File: src/rtl/fpc_pkg.sv
package fpc_pkg;
  typedef enum logic [2:0] {
    OP_SET_STD  = 3'd0,
    OP_SET_PWD  = 3'd1,
    OP_PGM_PWD  = 3'd2,
    OP_VFY_PWD  = 3'd3,
    OP_SET_LOCK = 3'd4,
    OP_SET_GRP  = 3'd5,
    OP_CLR_ALL  = 3'd6,
    OP_INVALID  = 3'd7
  } fpc_op_e;
endpackage

File: src/rtl/fpc_pwd_bank.sv
module fpc_pwd_bank #(
  parameter int PW_WORDS = 4,
  parameter int WORD_W   = 16,
  localparam int IW      = $clog2(PW_WORDS)
) (
  input  logic              clk,
  input  logic              rst_n,
  input  logic              we,
  input  logic [IW-1:0]     idx,
  input  logic [WORD_W-1:0] data,
  output logic              match,
  output logic              all_written
);
  logic [WORD_W-1:0] word_q [PW_WORDS];
  logic [PW_WORDS-1:0] wr_q;

  // Password words start erased (all ones), marks start clear.
  always_ff @(posedge clk or negedge rst_n) begin
    if (!rst_n) begin
      for (int w = 0; w < PW_WORDS; w++) word_q[w] <= '1;
      wr_q <= '0;
    end else if (we) begin
      for (int w = 0; w < PW_WORDS; w++) begin
        if (idx == IW'(w)) begin
          word_q[w] <= data;
          wr_q[w]   <= 1'b1;
        end
      end
    end
  end

  assign match       = (word_q[idx] == data);
  assign all_written = &wr_q;
endmodule

File: src/rtl/fpc_grp_bits.sv
module fpc_grp_bits #(
  parameter int NUM_BLOCKS = 32,
  parameter int GRP_SHIFT  = 1,
  parameter int OUTER_BLKS = 2,
  localparam int NUM_GRPS  = NUM_BLOCKS >> GRP_SHIFT,
  localparam int GW        = $clog2(NUM_GRPS),
  localparam int BW        = $clog2(NUM_BLOCKS)
) (
  input  logic          clk,
  input  logic          rst_n,
  input  logic          set_en,
  input  logic [GW-1:0] set_grp,
  input  logic          clr_all,
  input  logic          wp_active,
  input  logic [BW-1:0] qry_blk,
  output logic          qry_prot
);
  logic [NUM_GRPS-1:0]   bits_q;
  logic [NUM_BLOCKS-1:0] outer;
  logic [BW-1:0]         grp_of;

  always_ff @(posedge clk or negedge rst_n) begin
    if (!rst_n)       bits_q <= '0;
    else if (clr_all) bits_q <= '0;
    else if (set_en)  bits_q[set_grp] <= 1'b1;
  end

  // Mask of blocks covered by the write-protect pin.
  for (genvar b = 0; b < NUM_BLOCKS; b++) begin : g_outer
    if ((b < OUTER_BLKS) || (b >= NUM_BLOCKS - OUTER_BLKS)) begin : g_edge
      assign outer[b] = 1'b1;
    end else begin : g_mid
      assign outer[b] = 1'b0;
    end
  end

  assign grp_of   = qry_blk >> GRP_SHIFT;
  assign qry_prot = bits_q[grp_of[GW-1:0]] | (wp_active & outer[qry_blk]);
endmodule

File: src/rtl/fpc_seq.sv
module fpc_seq
  import fpc_pkg::*;
#(
  parameter int PW_WORDS   = 4,
  parameter int PGM_CYCLES = 5,
  localparam int IW        = $clog2(PW_WORDS),
  localparam int CW        = $clog2(PGM_CYCLES + 1)
) (
  input  logic          clk,
  input  logic          rst_n,
  input  logic          hw_rst,
  input  logic          cmd_valid,
  output logic          cmd_ready,
  input  logic [2:0]    cmd_op,
  input  logic [IW-1:0] cmd_idx,
  input  logic          pw_match,
  input  logic          pw_all_written,
  output logic          pw_we,
  output logic          grp_set,
  output logic          grp_clr,
  output logic          rsp_valid,
  output logic          rsp_err,
  output logic          lockdown,
  output logic          std_locked,
  output logic          pwd_locked
);
  localparam logic [IW-1:0] LAST_IDX = IW'(PW_WORDS - 1);

  fpc_op_e       op;
  logic          accept, err_c, nv_ok, ld_set, ld_clr, std_set, pwd_set;
  logic          vfy_adv, vfy_rst;
  logic [IW-1:0] vfy_next;
  logic          vfy_bad;
  logic [CW-1:0] busy_q;

  assign op        = fpc_op_e'(cmd_op);
  assign cmd_ready = (busy_q == '0) && !hw_rst;
  assign accept    = cmd_valid && cmd_ready;

  always_comb begin
    err_c   = 1'b0;
    nv_ok   = 1'b0;
    pw_we   = 1'b0;
    grp_set = 1'b0;
    grp_clr = 1'b0;
    ld_set  = 1'b0;
    ld_clr  = 1'b0;
    std_set = 1'b0;
    pwd_set = 1'b0;
    vfy_adv = 1'b0;
    vfy_rst = accept;
    if (accept) begin
      case (op)
        OP_SET_STD: begin
          if (pwd_locked) err_c = 1'b1;
          else begin std_set = 1'b1; nv_ok = 1'b1; end
        end
        OP_SET_PWD: begin
          if (std_locked || !pw_all_written) err_c = 1'b1;
          else begin pwd_set = 1'b1; ld_set = 1'b1; nv_ok = 1'b1; end
        end
        OP_PGM_PWD: begin
          if (pwd_locked) err_c = 1'b1;
          else begin pw_we = 1'b1; nv_ok = 1'b1; end
        end
        OP_VFY_PWD: begin
          if (!pwd_locked || (cmd_idx != vfy_next)) err_c = 1'b1;
          else if (cmd_idx == LAST_IDX) begin
            if (vfy_bad || !pw_match) err_c = 1'b1;
            else ld_clr = 1'b1;
          end else begin
            vfy_adv = 1'b1;
            vfy_rst = 1'b0;
          end
        end
        OP_SET_LOCK: ld_set = 1'b1;
        OP_SET_GRP: begin
          if (lockdown) err_c = 1'b1;
          else begin grp_set = 1'b1; nv_ok = 1'b1; end
        end
        OP_CLR_ALL: begin
          if (lockdown) err_c = 1'b1;
          else begin grp_clr = 1'b1; nv_ok = 1'b1; end
        end
        default: err_c = 1'b1;
      endcase
    end
  end

  always_ff @(posedge clk or negedge rst_n) begin
    if (!rst_n) begin
      std_locked <= 1'b0;
      pwd_locked <= 1'b0;
      lockdown   <= 1'b0;
      vfy_next   <= '0;
      vfy_bad    <= 1'b0;
      busy_q     <= '0;
      rsp_valid  <= 1'b0;
      rsp_err    <= 1'b0;
    end else if (hw_rst) begin
      lockdown  <= pwd_locked;
      vfy_next  <= '0;
      vfy_bad   <= 1'b0;
      busy_q    <= '0;
      rsp_valid <= 1'b0;
      rsp_err   <= 1'b0;
    end else begin
      rsp_valid <= accept;
      rsp_err   <= err_c;
      if (std_set) std_locked <= 1'b1;
      if (pwd_set) pwd_locked <= 1'b1;
      if (ld_set)      lockdown <= 1'b1;
      else if (ld_clr) lockdown <= 1'b0;
      if (vfy_adv) begin
        vfy_next <= vfy_next + 1'b1;
        vfy_bad  <= vfy_bad | !pw_match;
      end else if (vfy_rst) begin
        vfy_next <= '0;
        vfy_bad  <= 1'b0;
      end
      if (nv_ok)               busy_q <= CW'(PGM_CYCLES);
      else if (busy_q != '0)   busy_q <= busy_q - 1'b1;
    end
  end
endmodule

File: src/rtl/flash_prot_ctrl.sv
module flash_prot_ctrl #(
  parameter int NUM_BLOCKS = 32,
  parameter int GRP_SHIFT  = 1,
  parameter int OUTER_BLKS = 2,
  parameter int PW_WORDS   = 4,
  parameter int WORD_W     = 16,
  parameter int PGM_CYCLES = 5,
  localparam int NUM_GRPS  = NUM_BLOCKS >> GRP_SHIFT,
  localparam int GW        = $clog2(NUM_GRPS),
  localparam int BW        = $clog2(NUM_BLOCKS),
  localparam int IW        = $clog2(PW_WORDS)
) (
  input  logic              clk,
  input  logic              rst_n,
  input  logic              hw_rst,
  input  logic              wp_active,
  input  logic              cmd_valid,
  output logic              cmd_ready,
  input  logic [2:0]        cmd_op,
  input  logic [GW-1:0]     cmd_grp,
  input  logic [IW-1:0]     cmd_idx,
  input  logic [WORD_W-1:0] cmd_data,
  output logic              rsp_valid,
  output logic              rsp_err,
  output logic              lockdown,
  output logic              std_locked,
  output logic              pwd_locked,
  input  logic [BW-1:0]     qry_blk,
  output logic              qry_prot
);
  logic pw_we, pw_match, pw_all_written, grp_set, grp_clr;

  fpc_seq #(.PW_WORDS(PW_WORDS), .PGM_CYCLES(PGM_CYCLES)) seq_i (
    .clk(clk), .rst_n(rst_n), .hw_rst(hw_rst),
    .cmd_valid(cmd_valid), .cmd_ready(cmd_ready), .cmd_op(cmd_op), .cmd_idx(cmd_idx),
    .pw_match(pw_match), .pw_all_written(pw_all_written), .pw_we(pw_we),
    .grp_set(grp_set), .grp_clr(grp_clr),
    .rsp_valid(rsp_valid), .rsp_err(rsp_err),
    .lockdown(lockdown), .std_locked(std_locked), .pwd_locked(pwd_locked)
  );

  fpc_pwd_bank #(.PW_WORDS(PW_WORDS), .WORD_W(WORD_W)) pwd_i (
    .clk(clk), .rst_n(rst_n), .we(pw_we), .idx(cmd_idx), .data(cmd_data),
    .match(pw_match), .all_written(pw_all_written)
  );

  fpc_grp_bits #(.NUM_BLOCKS(NUM_BLOCKS), .GRP_SHIFT(GRP_SHIFT), .OUTER_BLKS(OUTER_BLKS)) grp_i (
    .clk(clk), .rst_n(rst_n), .set_en(grp_set), .set_grp(cmd_grp), .clr_all(grp_clr),
    .wp_active(wp_active), .qry_blk(qry_blk), .qry_prot(qry_prot)
  );
endmodule

File: config.mk
export PLATFORM = sky130hd
export DESIGN_NAME = flash_prot_ctrl
export DESIGN_NICKNAME = d
export VERILOG_FILES = /design/src/rtl/fpc_pkg.sv /design/src/rtl/fpc_pwd_bank.sv /design/src/rtl/fpc_grp_bits.sv /design/src/rtl/fpc_seq.sv /design/src/rtl/flash_prot_ctrl.sv
export SDC_FILE = /design/constraint.sdc
export NUM_CORES = 1
export LEC_CHECK = 0
export BUFFER_PORTS_ARGS = -buffer_cell sky130_fd_sc_hd__buf_2
export CAP_MARGIN = 20
export CORE_AREA = 3 3 131 70
export CTS_CLUSTER_SIZE = 28
export DETAILED_ROUTE_END_ITERATION = 8
export DIE_AREA = 0 0 134 73
export PLACE_DENSITY = 0.78
export SYNTH_ARGS = -nofsm -noshare
export SYNTH_HDL_FRONTEND = slang
export SYNTH_SLANG_ARGS = --single-unit
File: constraint.sdc
create_clock -name clk -period 3.65 [get_ports clk]
set_clock_uncertainty 0.2 [all_clocks]
set_input_delay 0.365 -clock clk [delete_from_list [all_inputs] [get_ports clk]]
set_output_delay 0.365 -clock clk [all_outputs]
set_load 0.01 [all_outputs]
# ---- Word-level counts from Yosys, hierarchy flattened
# Memories as Yosys holds them, arrays and structs flattened.
# Index checks and enable logic that the tools add are counted.
dict set report classes {
  add_sub_neg 2
  n_lt_le_gt_ge 5
  n_eq_ne 11
  n_mux 62
  bitwise_logic 6
  reduce_logical 27
}
# op n
set ops {}
lappend ops {{$mux W16} 4}
lappend ops {{$mux W1} 46}
lappend ops {{$bmux W16 S2} 1}
lappend ops {{$eq A16 B16 Y1} 1}
lappend ops {{$or A16 B16 Y16} 1}
lappend ops {{$reduce_and A2 Y1} 6}
lappend ops {{$reduce_bool A3 Y1} 4}
lappend ops {{$lt A4 B5 Y1 const B} 2}
lappend ops {{$eq A3 B3 Y1 const B} 3}
lappend ops {{$mux W3} 3}
lappend ops {{$eq A3 B2 Y1 const B} 2}
lappend ops {{$logic_not A3 Y1} 2}
lappend ops {{$lt A5 B6 Y1 const B} 1}
lappend ops {{$mux W2} 3}
lappend ops {{$pmux W1 S5} 1}
lappend ops {{$bmux W1 S4} 1}
lappend ops {{$demux W1 S4} 1}
lappend ops {{$eq A2 B2 Y1 const B} 2}
lappend ops {{$ge A4 B1 Y1 const B} 1}
lappend ops {{$logic_not A1 Y1} 4}
lappend ops {{$reduce_and A4 Y1} 1}
lappend ops {{$reduce_or A2 Y1} 2}
lappend ops {{$eq A3 B1 Y1 const B} 1}
lappend ops {{$ge A3 B3 Y1 const B} 1}
lappend ops {{other kinds (14)} 19}
dict set report totals {
  register_bits 95
  mem_bits_ro 32
  in_bits 35
  word_cells 131
  mem_count 1
}
# memory depth word_bits rd rd_ports_with_merged_regs wr line_no
set memory_table {}
lappend memory_table {{(no name shown)} 32 1 1 0 0 fpc_grp_bits.sv:38} ;# assign qry_prot = bits_q[grp_of[GW-1:0]] | (wp_active & outer[qry_blk]);

# ---- Logic depth before layout (Yosys ltp)
# Gate-level depths: netlist of run 1.
dict set report depth {
  ltp_word 15
  ltp_mapped 9
  mapped_depth_nobuf 9
}

# ---- Modules after synthesis
# From an unflattened synthesis of run 1, not the netlist that was laid out.
dict set report hier_totals {
  cells_unflattened 338
  hier_area_um2 4591.9
}
# module n_inst cells_per_inst area_each_um2 seq_area_each_um2
set by_module_without_submodules {}
lappend by_module_without_submodules {fpc_pwd_bank 1 186 3143.0 1781.7}
lappend by_module_without_submodules {fpc_grp_bits 1 73 748.2 400.4}
lappend by_module_without_submodules {fpc_seq 1 79 700.7 275.3}

# ---- Worst setup path before layout of run 1
# Ideal clock, no wire load.
dict set report synth_timing {
  path_kind {register to register}
  startpoint {register seq_i.busy_q[0]}
  endpoint {register pwd_i.word_q[27] in the netlist's numbering}
  setup_time_ns 0.085
  arrival_ns 1.919
  t_required_ns 3.365
  slack_ns 1.446
  path_stages_with_launch 9
  synth_period_minus_slack_ns 2.204
  cell_sequence {dfrtp_1 inv_1 ha_1 nand4bb_4 nor2_4 nand3_4 nor3b_4 buf_6 mux2_1}
}
dict set report synth_via {
  elab_chain_len 5
}
# item line_no
set synth_lines {}
lappend synth_lines {{start: declaration} fpc_seq.sv:34} ;# logic [CW-1:0] busy_q;
lappend synth_lines {{start signal: assignment} fpc_seq.sv:121} ;# if (nv_ok) busy_q <= CW'(PGM_CYCLES);
lappend synth_lines {{start signal: assignment} fpc_seq.sv:122} ;# else if (busy_q != '0) busy_q <= busy_q - 1'b1;
lappend synth_lines {{$logic_not A3 Y1} fpc_seq.sv:37} ;# assign cmd_ready = (busy_q == '0) && !hw_rst;
lappend synth_lines {{$logic_and A1 B1 Y1} fpc_seq.sv:37}
lappend synth_lines {{$logic_and A1 B1 Y1} fpc_seq.sv:38} ;# assign accept = cmd_valid && cmd_ready;
lappend synth_lines {{$mux W1} fpc_seq.sv:52} ;# if (accept) begin
lappend synth_lines {{$reduce_and A2 Y1 (no line)} --}
lappend synth_lines {{end signal: indexed assignment} fpc_pwd_bank.sv:25} ;# word_q[w] <= data;
lappend synth_lines {{end: declaration} fpc_pwd_bank.sv:14} ;# logic [WORD_W-1:0] word_q [PW_WORDS];
# Every way passes these cells.
# A chain may end at the register's enable or synchronous reset.

# ---- Worst setup path after layout of run 1
# Ends and elaborated chain as after synthesis.

==> results.sh, run 1 <==
export IMPL_status="completed"
export IMPL_htreeDepth=3
export IMPL_pwr_share_seq=0.481
export IMPL_drc=0
export IMPL_clock_latency_ns=0.35
export IMPL_clkTransAtPathRegs_ns=0.07
export IMPL_min_path_cells=2
export IMPL_crit_buf_inv=2
export IMPL_antenna_found_initial=0
export IMPL_p_per_area_nw_per_um2=560
export IMPL_synth_seq_cells=95
export IMPL_rsz0062_at_grt="no"
export IMPL_yosysSeqAreaShare=0.516
export IMPL_fin_crit_ns=2.78
export IMPL_setup_viol=0
export IMPL_finalWeightedCongestion=0.884
export IMPL_min_path_type="in -> reg"
export IMPL_cts_buffers=9
export IMPL_p_comb_frac=0.192
export IMPL_clock_sinks=95
export IMPL_cap_violations=0
export IMPL_fin_hold_ws_ns=0.0921
export IMPL_power_internal_uw=2250
export IMPL_grt_pass1_wl_um=16100
export IMPL_wl_um=9590
export IMPL_slew_limit_headroom=0.498
export IMPL_die_w_um=134
export IMPL_core_area_um2=7970
export IMPL_pin_count=42
export IMPL_synth_edf_count=0
export IMPL_dp_slack_ns=0.808
export IMPL_synthesis_instances=361
export IMPL_diodes=0
export IMPL_dpl_hpwl_um=6570
export IMPL_crit_required_ns=3.72
export IMPL_rows=23
export IMPL_switching_share=0.255
export IMPL_p_leak_uw=0.00238
export IMPL_die_area_um2=9780
export IMPL_track_usage=0.214
export IMPL_fillers=551
export IMPL_rrSetupSlack_ns=0.87
export IMPL_ys_warn_count=0
export IMPL_final_cells=521
export IMPL_final_max_slew_violation_count=0
export IMPL_synth_async_sr_flop_share=1.00
export IMPL_viasPerCell=5.87
export IMPL_cts_tree="done"
export IMPL_nets=441
export IMPL_hold_violations=0
export IMPL_synth_top_area_cell="dfstp_2"
export IMPL_synth_flop_cell="dfstp_2"
export IMPL_grt_max_degree=96
export IMPL_port_buffers=40
export IMPL_die_y_um=73
export IMPL_drt_first_pass_iters=4
export IMPL_grt_pass1_vias=3193
export IMPL_synth_area_leaders="dfstp_2 (35%), dfrtp_1 (16%), mux2_2 (14%)"
export IMPL_grt_overflow=0
export IMPL_cts_buffer_depth=2
export IMPL_syn_area_um2=4760
export IMPL_crit_arrival_ns=2.85
export IMPL_r2r_start="seq_i.busy_q[0]$_DFFE_PN0P_"
export IMPL_cpMaxStageDelayCell="nor3b_4"
export IMPL_syn_area_per_cell_um2=13.2
export IMPL_vias=3060
export IMPL_critical_path_top_delay_family="simple AND/OR/NAND/NOR gates"
export IMPL_max_stage_delay_ns=0.66
export IMPL_worst_pin_slew_ns=0.752
export IMPL_synth_fp_nets=398
export IMPL_final_layout_size_suffix_gt1_frac=0.509
export IMPL_hold_start="hw_rst"
export IMPL_fin_crit_sh=0.760
export IMPL_fin_ws_ns=0.875
export IMPL_crit_fanout=11
export IMPL_path_cells="inv_1 -> ha_1 -> nand4bb_4 -> nor2_4 -> nand3_4 -> nor3b_4 -> buf_4 -> mux2_1"
export IMPL_ir_drop_uv=273
export IMPL_placed_cells=503
export IMPL_synth_top_cell_area_share=0.353
export IMPL_r2r_cells=8
export IMPL_end_kind="flip-flop"
export IMPL_tns_ns=0
export IMPL_drt_initial_drc_count=148
export IMPL_area_growth_pct=13.4
export IMPL_r2r_end="pwd_i.word_q[27]$_DFFE_PN1P_"
export IMPL_yosysUniqueCellTypes=56
export IMPL_start_util=0.598
export IMPL_wire_per_inst_um=18.4
export IMPL_min_to="seq_i.busy_q[2]$_DFFE_PN0P_"
export IMPL_fmax_mhz=360
export IMPL_worst_setup_path_type="reg -> reg"
export IMPL_clkPwrFrac=0.327
export IMPL_root_buffer="clkbuf_16"
export IMPL_worst_setup_path_start_kind="flip-flop"
export IMPL_p_switching_uw=772
export IMPL_antenna_left=0
export IMPL_crit_cells=8
## cell usage in the layout, fill, tap and decap left out, types with 3 or more instances in the layout
cell	n
mux2i_1	16
clkbuf_16	9
nand2_1	11
nor2b_1	4
buf_2	39
mux2_2	58
dfstp_2	64
a31oi_1	5
xor2_1	11
a21oi_1	18
nor2_1	26
inv_1	6
xnor2_1	11
o21ai_1	3
nor3_1	4
nand3_1	6
o21ai_0	4
or2_2	5
and3_1	3
mux2_1	9
buf_4	6
nand2b_1	3
dfrtp_1	31
mux4_2	12
## logic make-up (layout without fill, tap and decap cells)
family | after synthesis | count (layout) | share of synthesized area
AOI/OAI and AO/OA | 45 | 45 | 0.0586
adders and majority gates | 3 | 3 | 0.00735
DFF | 95 | 95 | 0.516
buffers and inverters | 21 | 69 | 0.0260
xor gates and xnor gates | 22 | 22 | 0.0405
and+or+nand+nor | 79 | 79 | 0.0975
muxes | 96 | 96 | 0.254
## layout make-up
class                   count  area, um^2  share of cell area
multi-input cells         245        2190               0.405
flip-flops and latches     95        2460               0.455
well taps                 112         140              0.0259
clock buffers              10         229              0.0424
repair buffers             47         278              0.0514
inverters                   6        22.5             0.00417
clock inverters             6        85.1              0.0158
## synth_stat cells (2+ instances only)
library cell / count
a21o_1: 2
a21oi_1: 18
a31oi_1: 5
and3_1: 3
buf_2: 5
buf_4: 4
buf_6: 3
clkbuf_1: 2
dfrtp_1: 31
dfstp_2: 64
ha_1: 2
inv_1: 6
mux2_1: 9
mux2_2: 58
mux2i_1: 16
mux4_2: 12
nand2_1: 11
nand2b_1: 3
nand3_1: 6
nor2_1: 26
nor2b_1: 4
nor3_1: 4
nor3b_1: 2
nor4_1: 2
o21ai_0: 4
o21ai_1: 3
o21bai_1: 2
o311ai_0: 2
or2_2: 5
xnor2_1: 11
xor2_1: 11
## power groups by stage
stage | clock (uW) | combinational [uW] | sequential, uW
2_1_floorplan | 0 | 432 | 1440
3_3_place_gp | 0 | 542 | 1450
3_5_place_dp | 0 | 580 | 1470
4_1_cts | 1010 | 585 | 1460
5_1_grt | 1060 | 650 | 1480
6_report | 988 | 582 | 1450
## state kept, by name (all words and copies together), names as in the netlist
register          cells
grp_i.bits_q         16
pwd_i.word_q         64
pwd_i.wr_q            4
seq_i.busy_q          3
seq_i.lockdown        1
seq_i.pwd_locked      1
seq_i.rsp_err         1
seq_i.rsp_valid       1
seq_i.std_locked      1
seq_i.vfy_bad         1
seq_i.vfy_next        2
## stage by stage
stage / instance area, um^2 / total power (uW) / util
final: 5400 / 3020 / 0.677
after global routing: 5400 / 3180 / 0.677
after CTS: 5360 / 3050 / 0.673
after detailed placement: 5050 / 2050 / 0.633
after global placement: 5050 / 1990 / 0.633
after floorplan: 4760 / 1870 / -
## how the worst max path moves through the flow
stage | start | to | slack (ns)
6_report | seq_i.busy_q[0]$_DFFE_PN0P_ | pwd_i.word_q[27]$_DFFE_PN1P_ | 0.87
3_5_place_dp | cmd_idx[0] | seq_i.vfy_bad$_DFFE_PN0P_ | 0.81
3_3_place_gp | cmd_idx[0] | pwd_i.word_q[8]$_DFFE_PN1P_ | 0.88
4_1_cts | seq_i.busy_q[0]$_DFFE_PN0P_ | pwd_i.word_q[27]$_DFFE_PN1P_ | 0.87
5_1_grt | seq_i.busy_q[0]$_DFFE_PN0P_ | pwd_i.word_q[26]$_DFFE_PN1P_ | 0.73
2_1_floorplan | seq_i.busy_q[0]$_DFFE_PN0P_ | pwd_i.word_q[27]$_DFFE_PN1P_ | 1.45
## timing repair
action,4_1_cts,5_1_grt
endpoints found under the hold margin,0,19
setup buffers,0,0
resized for setup,0,0
hold buffers,0,1
## worst register-to-register path, delay by kind of cell, from the launching register on
kind                     cells  cell delay, ns
flip-flops                   1            0.38
multiplexers                 1            0.34
adder cells (fa/ha/maj)      1            0.24
AND/OR/NAND/NOR              4            1.13
buffers and inverters        2            0.40
## routing by layer
metal | vias to the layer above | wire length, um | track usage
met5 | - | 0 | 0
met4 | 0 | 61 | 0.0479
met3 | 11 | 529 | 0.0730
met2 | 66 | 4850 | 0.369
met1 | 1579 | 4140 | 0.265
li1 | 1404 | - | -
Note: power is estimated with default switching activity, not from simulation.
==> run 2: changes to the inputs <==
--- a/config.mk
+++ b/config.mk
@@ -7,11 +7,11 @@
 export LEC_CHECK = 0
 export BUFFER_PORTS_ARGS = -buffer_cell sky130_fd_sc_hd__buf_2
 export CAP_MARGIN = 20
-export CORE_AREA = 3 3 131 70
+export CORE_AREA = 3 3 137 73
 export CTS_CLUSTER_SIZE = 28
 export DETAILED_ROUTE_END_ITERATION = 8
-export DIE_AREA = 0 0 134 73
-export PLACE_DENSITY = 0.78
+export DIE_AREA = 0 0 140 76
+export PLACE_DENSITY = 0.75
 export SYNTH_ARGS = -nofsm -noshare
 export SYNTH_HDL_FRONTEND = slang
 export SYNTH_SLANG_ARGS = --single-unit
==> constraint.sdc (replaced) <==
create_clock -name clk -period 2.5 [get_ports clk]
set_clock_uncertainty 0.2 [all_clocks]
set_input_delay 0.25 -clock clk [delete_from_list [all_inputs] [get_ports clk]]
set_output_delay 0.25 -clock clk [all_outputs]
set_load 0.01 [all_outputs]
==> results.sh, run 2 (synthesized netlist as in run 1, its figures left out) <==
export IMPL_slew_limit_headroom=0.595
export IMPL_wl_um=9470
export IMPL_die_area_um2=10600
export IMPL_rsz0062_at_grt="yes"
export IMPL_dpl_hpwl_um=6730
export IMPL_worst_pin_slew_ns=0.600
export IMPL_most_common_layout_cells="dfstp_2 (64), mux2_2 (58), buf_2 (38), dfrtp_1 (31), nor2_1 (26)"
export IMPL_largest_register_ffs=64
export IMPL_viasPerCell=5.69
export IMPL_drc=0
export IMPL_p_per_area_nw_per_um2=775
export IMPL_min_path_type="in -> reg"
export IMPL_fin_ws_ns=0.00546
export IMPL_reg_top3="pwd_i.word_q: 64 flops, grp_i.bits_q: 16 flops, pwd_i.wr_q: 4 flops"
export IMPL_final_layout_size_suffix_gt1_frac=0.514
export IMPL_die_w_um=140
export IMPL_end_kind="primary output"
export IMPL_port_buffers=40
export IMPL_worst_setup_path_start_kind="flip-flop"
export IMPL_drt_initial_drc_count=159
export IMPL_power_internal_uw=3120
export IMPL_p_switching_uw=1150
export IMPL_crit_arrival_ns=2.04
export IMPL_htreeDepth=3
export IMPL_clock_sinks=95
export IMPL_finalWeightedCongestion=0.841
export IMPL_fin_hold_ws_ns=0.00724
export IMPL_mostFrequentLayoutCell="dfstp_2"
export IMPL_status="completed"
export IMPL_area_growth_pct=15.8
export IMPL_final_core_util=0.633
export IMPL_ir_drop_uv=376
export IMPL_fin_crit_ns=2.49
export IMPL_switching_share=0.269
export IMPL_regMostFlops="pwd_i.word_q"
export IMPL_clkPwrFrac=0.301
export IMPL_dp_slack_ns=0.0725
export IMPL_setup_viol=0
export IMPL_crit_required_ns=2.05
export IMPL_cts_buffer_depth=2
export IMPL_p_comb_frac=0.203
export IMPL_cts_buffers=9
export IMPL_fmax_mhz=401
export IMPL_hold_violations=0
export IMPL_pin_count=42
export IMPL_wire_per_inst_um=17.6
export IMPL_clkTransAtPathRegs_ns=0.07
export IMPL_diodes=0
export IMPL_grt_max_degree=37
export IMPL_root_buffer="clkbuf_16"
export IMPL_grt_overflow=0
export IMPL_cap_violations=0
export IMPL_antenna_left=0
export IMPL_grt_pass1_wl_um=16000
export IMPL_die_y_um=76
export IMPL_final_max_slew_violation_count=0
export IMPL_nets=454
export IMPL_rows=24
export IMPL_grt_pass1_vias=3189
export IMPL_pwr_share_seq=0.496
export IMPL_fin_crit_sh=0.998
export IMPL_drt_first_pass_iters=4
export IMPL_p_leak_uw=0.00243
export IMPL_start_util=0.547
export IMPL_cts_tree="done"
export IMPL_track_usage=0.189
export IMPL_core_area_um2=8710
export IMPL_worst_setup_path_type="reg -> out"
export IMPL_antenna_found_initial=0
export IMPL_vias=3068
export IMPL_clock_latency_ns=0.34
export IMPL_crit_fanout=2
==> run 2: cell type report <==
class / instances / area, um^2
clock buffer: 9 / 225
clock inverter: 7 / 57.6
fill: 670 / 3190
inverter: 6 / 22.5
multi-input combinational: 245 / 2190
sequential: 95 / 2460
tap: 117 / 146
timing repair buffer: 60 / 414
==> run 2: repair_timing <==
action	CTS	global route
endpoints found under the hold margin	52	0
pin swaps	1	1
hold buffers	7	0
gates resized for setup	3	0
endpoints found under the setup margin	1	1
setup buffers	1	0
==> run 2: path summary, 6_finish.rpt <==
path / startpoint / to / depth (start not counted) / slack, ns
max in group asynchronous: rst_n / pwd_i.word_q[59]$_DFFE_PN1P_ / 3 / 1.16
max reg2reg: seq_i.busy_q[0]$_DFFE_PN0P_ / pwd_i.word_q[36]$_DFFE_PN1P_ / 8 / 0.20
min in group asynchronous: rst_n / seq_i.vfy_next[0]$_DFFE_PN0P_ / 2 / 0.20
min reg2reg: pwd_i.wr_q[3]$_DFFE_PN0P_ / pwd_i.wr_q[3]$_DFFE_PN0P_ / 1 / 0.26
max: grp_i.bits_q[15]$_DFFE_PN0P_ / qry_prot / 4 / 0.005
min: cmd_data[8] / pwd_i.word_q[24]$_DFFE_PN1P_ / 2 / 0.007
==> run 2: critical path: stages (launching register included) <==
cell and delay (ns):
dfrtp_1 0.38, or2_4 0.22, mux4_2 0.47, mux4_2 0.49
buf_6 0.14
==> run 2: layer usage <==
layer	vias to the layer above	routed length, um	track usage
met5	-	0	0
met4	0	154	0.0551
met3	13	514	0.0614
met2	90	4620	0.295
met1	1539	4180	0.255
li1	1426	-	-
==> run 2: through the flow <==
step	power [uW]	cell area, um^2	setup TNS [ns]	instances
detailed placement	3000	5140	0	515
global route	4520	5520	-0.0323	539
CTS	4330	5520	-0.00548	539
finish	4280	5520	0	539
global placement	2920	5140	0	515
floorplan	2730	4760	0	361
==> run 2: power groups by stage <==
stage / sequential (uW) / combinational (uW) / clock, uW
after global routing: 2160 / 963 / 1400
after CTS: 2120 / 883 / 1330
after floorplan: 2100 / 631 / 0
final: 2120 / 869 / 1290
after global placement: 2110 / 811 / 0
after detailed placement: 2150 / 856 / 0
==> run 3: changes to the inputs <==
--- a/config.mk
+++ b/config.mk
@@ -11,7 +11,7 @@
 export CTS_CLUSTER_SIZE = 28
 export DETAILED_ROUTE_END_ITERATION = 8
 export DIE_AREA = 0 0 140 76
-export PLACE_DENSITY = 0.75
+export PLACE_DENSITY = 0.72
 export SYNTH_ARGS = -nofsm -noshare
 export SYNTH_HDL_FRONTEND = slang
 export SYNTH_SLANG_ARGS = --single-unit
==> results.sh, run 3 (synthesized netlist as in run 1, its figures left out) <==
export IMPL_pin_count=42
export IMPL_cap_violations=0
export IMPL_crit_buf_inv=1
export IMPL_r2r_start="seq_i.busy_q[0]$_DFFE_PN0P_"
export IMPL_crit_top_cell="mux4_2"
export IMPL_reg_top3="pwd_i.word_q: 64 flops, grp_i.bits_q: 16 flops, pwd_i.wr_q: 4 flops"
export IMPL_place_area_um2=5160
export IMPL_cts_buffer_depth=2
export IMPL_area_growth_pct=14.8
export IMPL_fin_hold_ws_ns=0.00940
export IMPL_die_y_um=76
export IMPL_grt_overflow=0
export IMPL_fin_ws_ns=0.0336
export IMPL_rrSetupSlack_ns=0.19
export IMPL_die_area_um2=10600
export IMPL_drc=0
export IMPL_grt_max_degree=51
export IMPL_end_kind="primary output"
export IMPL_largest_register_ffs=64
export IMPL_regMostFlops="pwd_i.word_q"
export IMPL_cpMaxStageDelayCell="mux4_2"
export IMPL_htreeDepth=3
export IMPL_crit_arrival_ns=2.02
export IMPL_wire_per_inst_um=17.7
export IMPL_antenna_found_initial=0
export IMPL_grt_pass1_vias=3224
export IMPL_clkTransAtPathRegs_ns=0.06
export IMPL_vias=3090
export IMPL_tns_ns=0
export IMPL_dp_slack_ns=0.117
export IMPL_final_area_um2=5470
export IMPL_core_area_um2=8710
export IMPL_slew_limit_headroom=0.518
export IMPL_final_layout_size_suffix_gt1_frac=0.502
export IMPL_crit_required_ns=2.05
export IMPL_hold_start="cmd_data[9]"
export IMPL_root_buffer="clkbuf_16"
export IMPL_cts_tree="done"
export IMPL_most_common_layout_cells="dfstp_2 (64), mux2_2 (58), buf_2 (38), dfrtp_1 (31), nor2_1 (26)"
export IMPL_die_w_um=140
export IMPL_min_path_cells=2
export IMPL_ir_drop_uv=436
export IMPL_wl_um=9480
export IMPL_start_util=0.547
export IMPL_port_buffers=40
export IMPL_p_leak_uw=0.00241
export IMPL_critical_path_top_delay_family="multiplexers"
export IMPL_drt_first_pass_iters=4
export IMPL_r2r_cells=8
export IMPL_finalWeightedCongestion=0.853
export IMPL_fin_crit_sh=0.987
export IMPL_crit_fanout=2
export IMPL_p_per_area_nw_per_um2=766
export IMPL_final_core_util=0.628
export IMPL_hold_violations=0
export IMPL_worst_pin_slew_ns=0.714
export IMPL_clock_latency_ns=0.34
export IMPL_drt_initial_drc_count=150
export IMPL_r2r_end="pwd_i.word_q[21]$_DFFE_PN1P_"
export IMPL_mostFrequentLayoutCell="dfstp_2"
export IMPL_rows=24
export IMPL_dpl_hpwl_um=6530
export IMPL_rsz0062_at_grt="yes"
export IMPL_max_stage_delay_ns=0.49
export IMPL_clock_sinks=95
export IMPL_path_cells="or2_4 -> mux4_2 -> mux4_2 -> buf_6"
export IMPL_status="completed"
export IMPL_worst_setup_path_start_kind="flip-flop"
export IMPL_nets=450
export IMPL_diodes=0
export IMPL_min_to="pwd_i.word_q[25]$_DFFE_PN1P_"
export IMPL_track_usage=0.185
export IMPL_grt_pass1_wl_um=15800
export IMPL_min_path_type="in -> reg"
export IMPL_setup_viol=0
export IMPL_cts_buffers=9
export IMPL_cts_setup_buffers=0
export IMPL_antenna_left=0
export IMPL_fmax_mhz=405
export IMPL_viasPerCell=5.78
export IMPL_final_max_slew_violation_count=0
export IMPL_worst_setup_path_type="reg -> out"
export IMPL_fin_crit_ns=2.47
## run 3: cell count changes in the layout (fill, tap and decap cells not counted), sizes merged
cell | before | now
clkinvlp | 2 | 0
clkinv | 3 | 1
buf | 53 | 52
dlygate4sd3 | 7 | 4
inv | 8 | 6
clkbuf | 9 | 15
## run 3: repair_timing
| action | 4_1_cts | 5_1_grt |
|---|---|---|
| gates resized for setup | 3 | 1 |
| endpoints found under the hold margin | 35 | 0 |
| setup endpoints to repair | 1 | 2 |
| hold buffers | 4 | 0 |
| pin swaps | 1 | 0 |
## run 3: where the power goes
part | switching [uW] | internal (uW)
clock | 522 | 675
combinational | 401 | 465
sequential | 153 | 1970
total | 1080 | 3110
## run 3: stage by stage
stage	total power [uW]	instances
after floorplan	2730	361
after global placement	2930	515
after detailed placement	3000	515
after CTS	4230	535
after global routing	4410	535
final	4190	535
## run 3: worst max path at each step
stage	startpoint	to	slack [ns]	cells after the start
2_1_floorplan	seq_i.busy_q[0]$_DFFE_PN0P_	pwd_i.word_q[27]$_DFFE_PN1P_	0.30	8
3_3_place_gp	cmd_idx[0]	seq_i.lockdown$_DFFE_PN0P_	0.17	8
3_5_place_dp	cmd_idx[0]	seq_i.rsp_err$_DFF_PN0_	0.12	8
4_1_cts	grp_i.bits_q[15]$_DFFE_PN0P_	qry_prot	0.02	4
5_1_grt	grp_i.bits_q[15]$_DFFE_PN0P_	qry_prot	-0.03	4
6_report	grp_i.bits_q[15]$_DFFE_PN0P_	qry_prot	0.03	4
## run 3: final cells by class
cell class	count	area, um^2
multi-input cells	245	2200
flip-flops and latches	95	2460
fillers	656	3240
well taps	117	146
repair buffers	56	389
clock buffers	15	248
clock inverters	1	5.00
inverters	6	22.5
## run 3: metal layers
layer,GRT usage,routed length [um],vias up
met4,0.0609,161,0
li1,-,-,1413
met5,0,0,-
met3,0.0564,518,19
met2,0.298,4430,81
met1,0.242,4380,1577
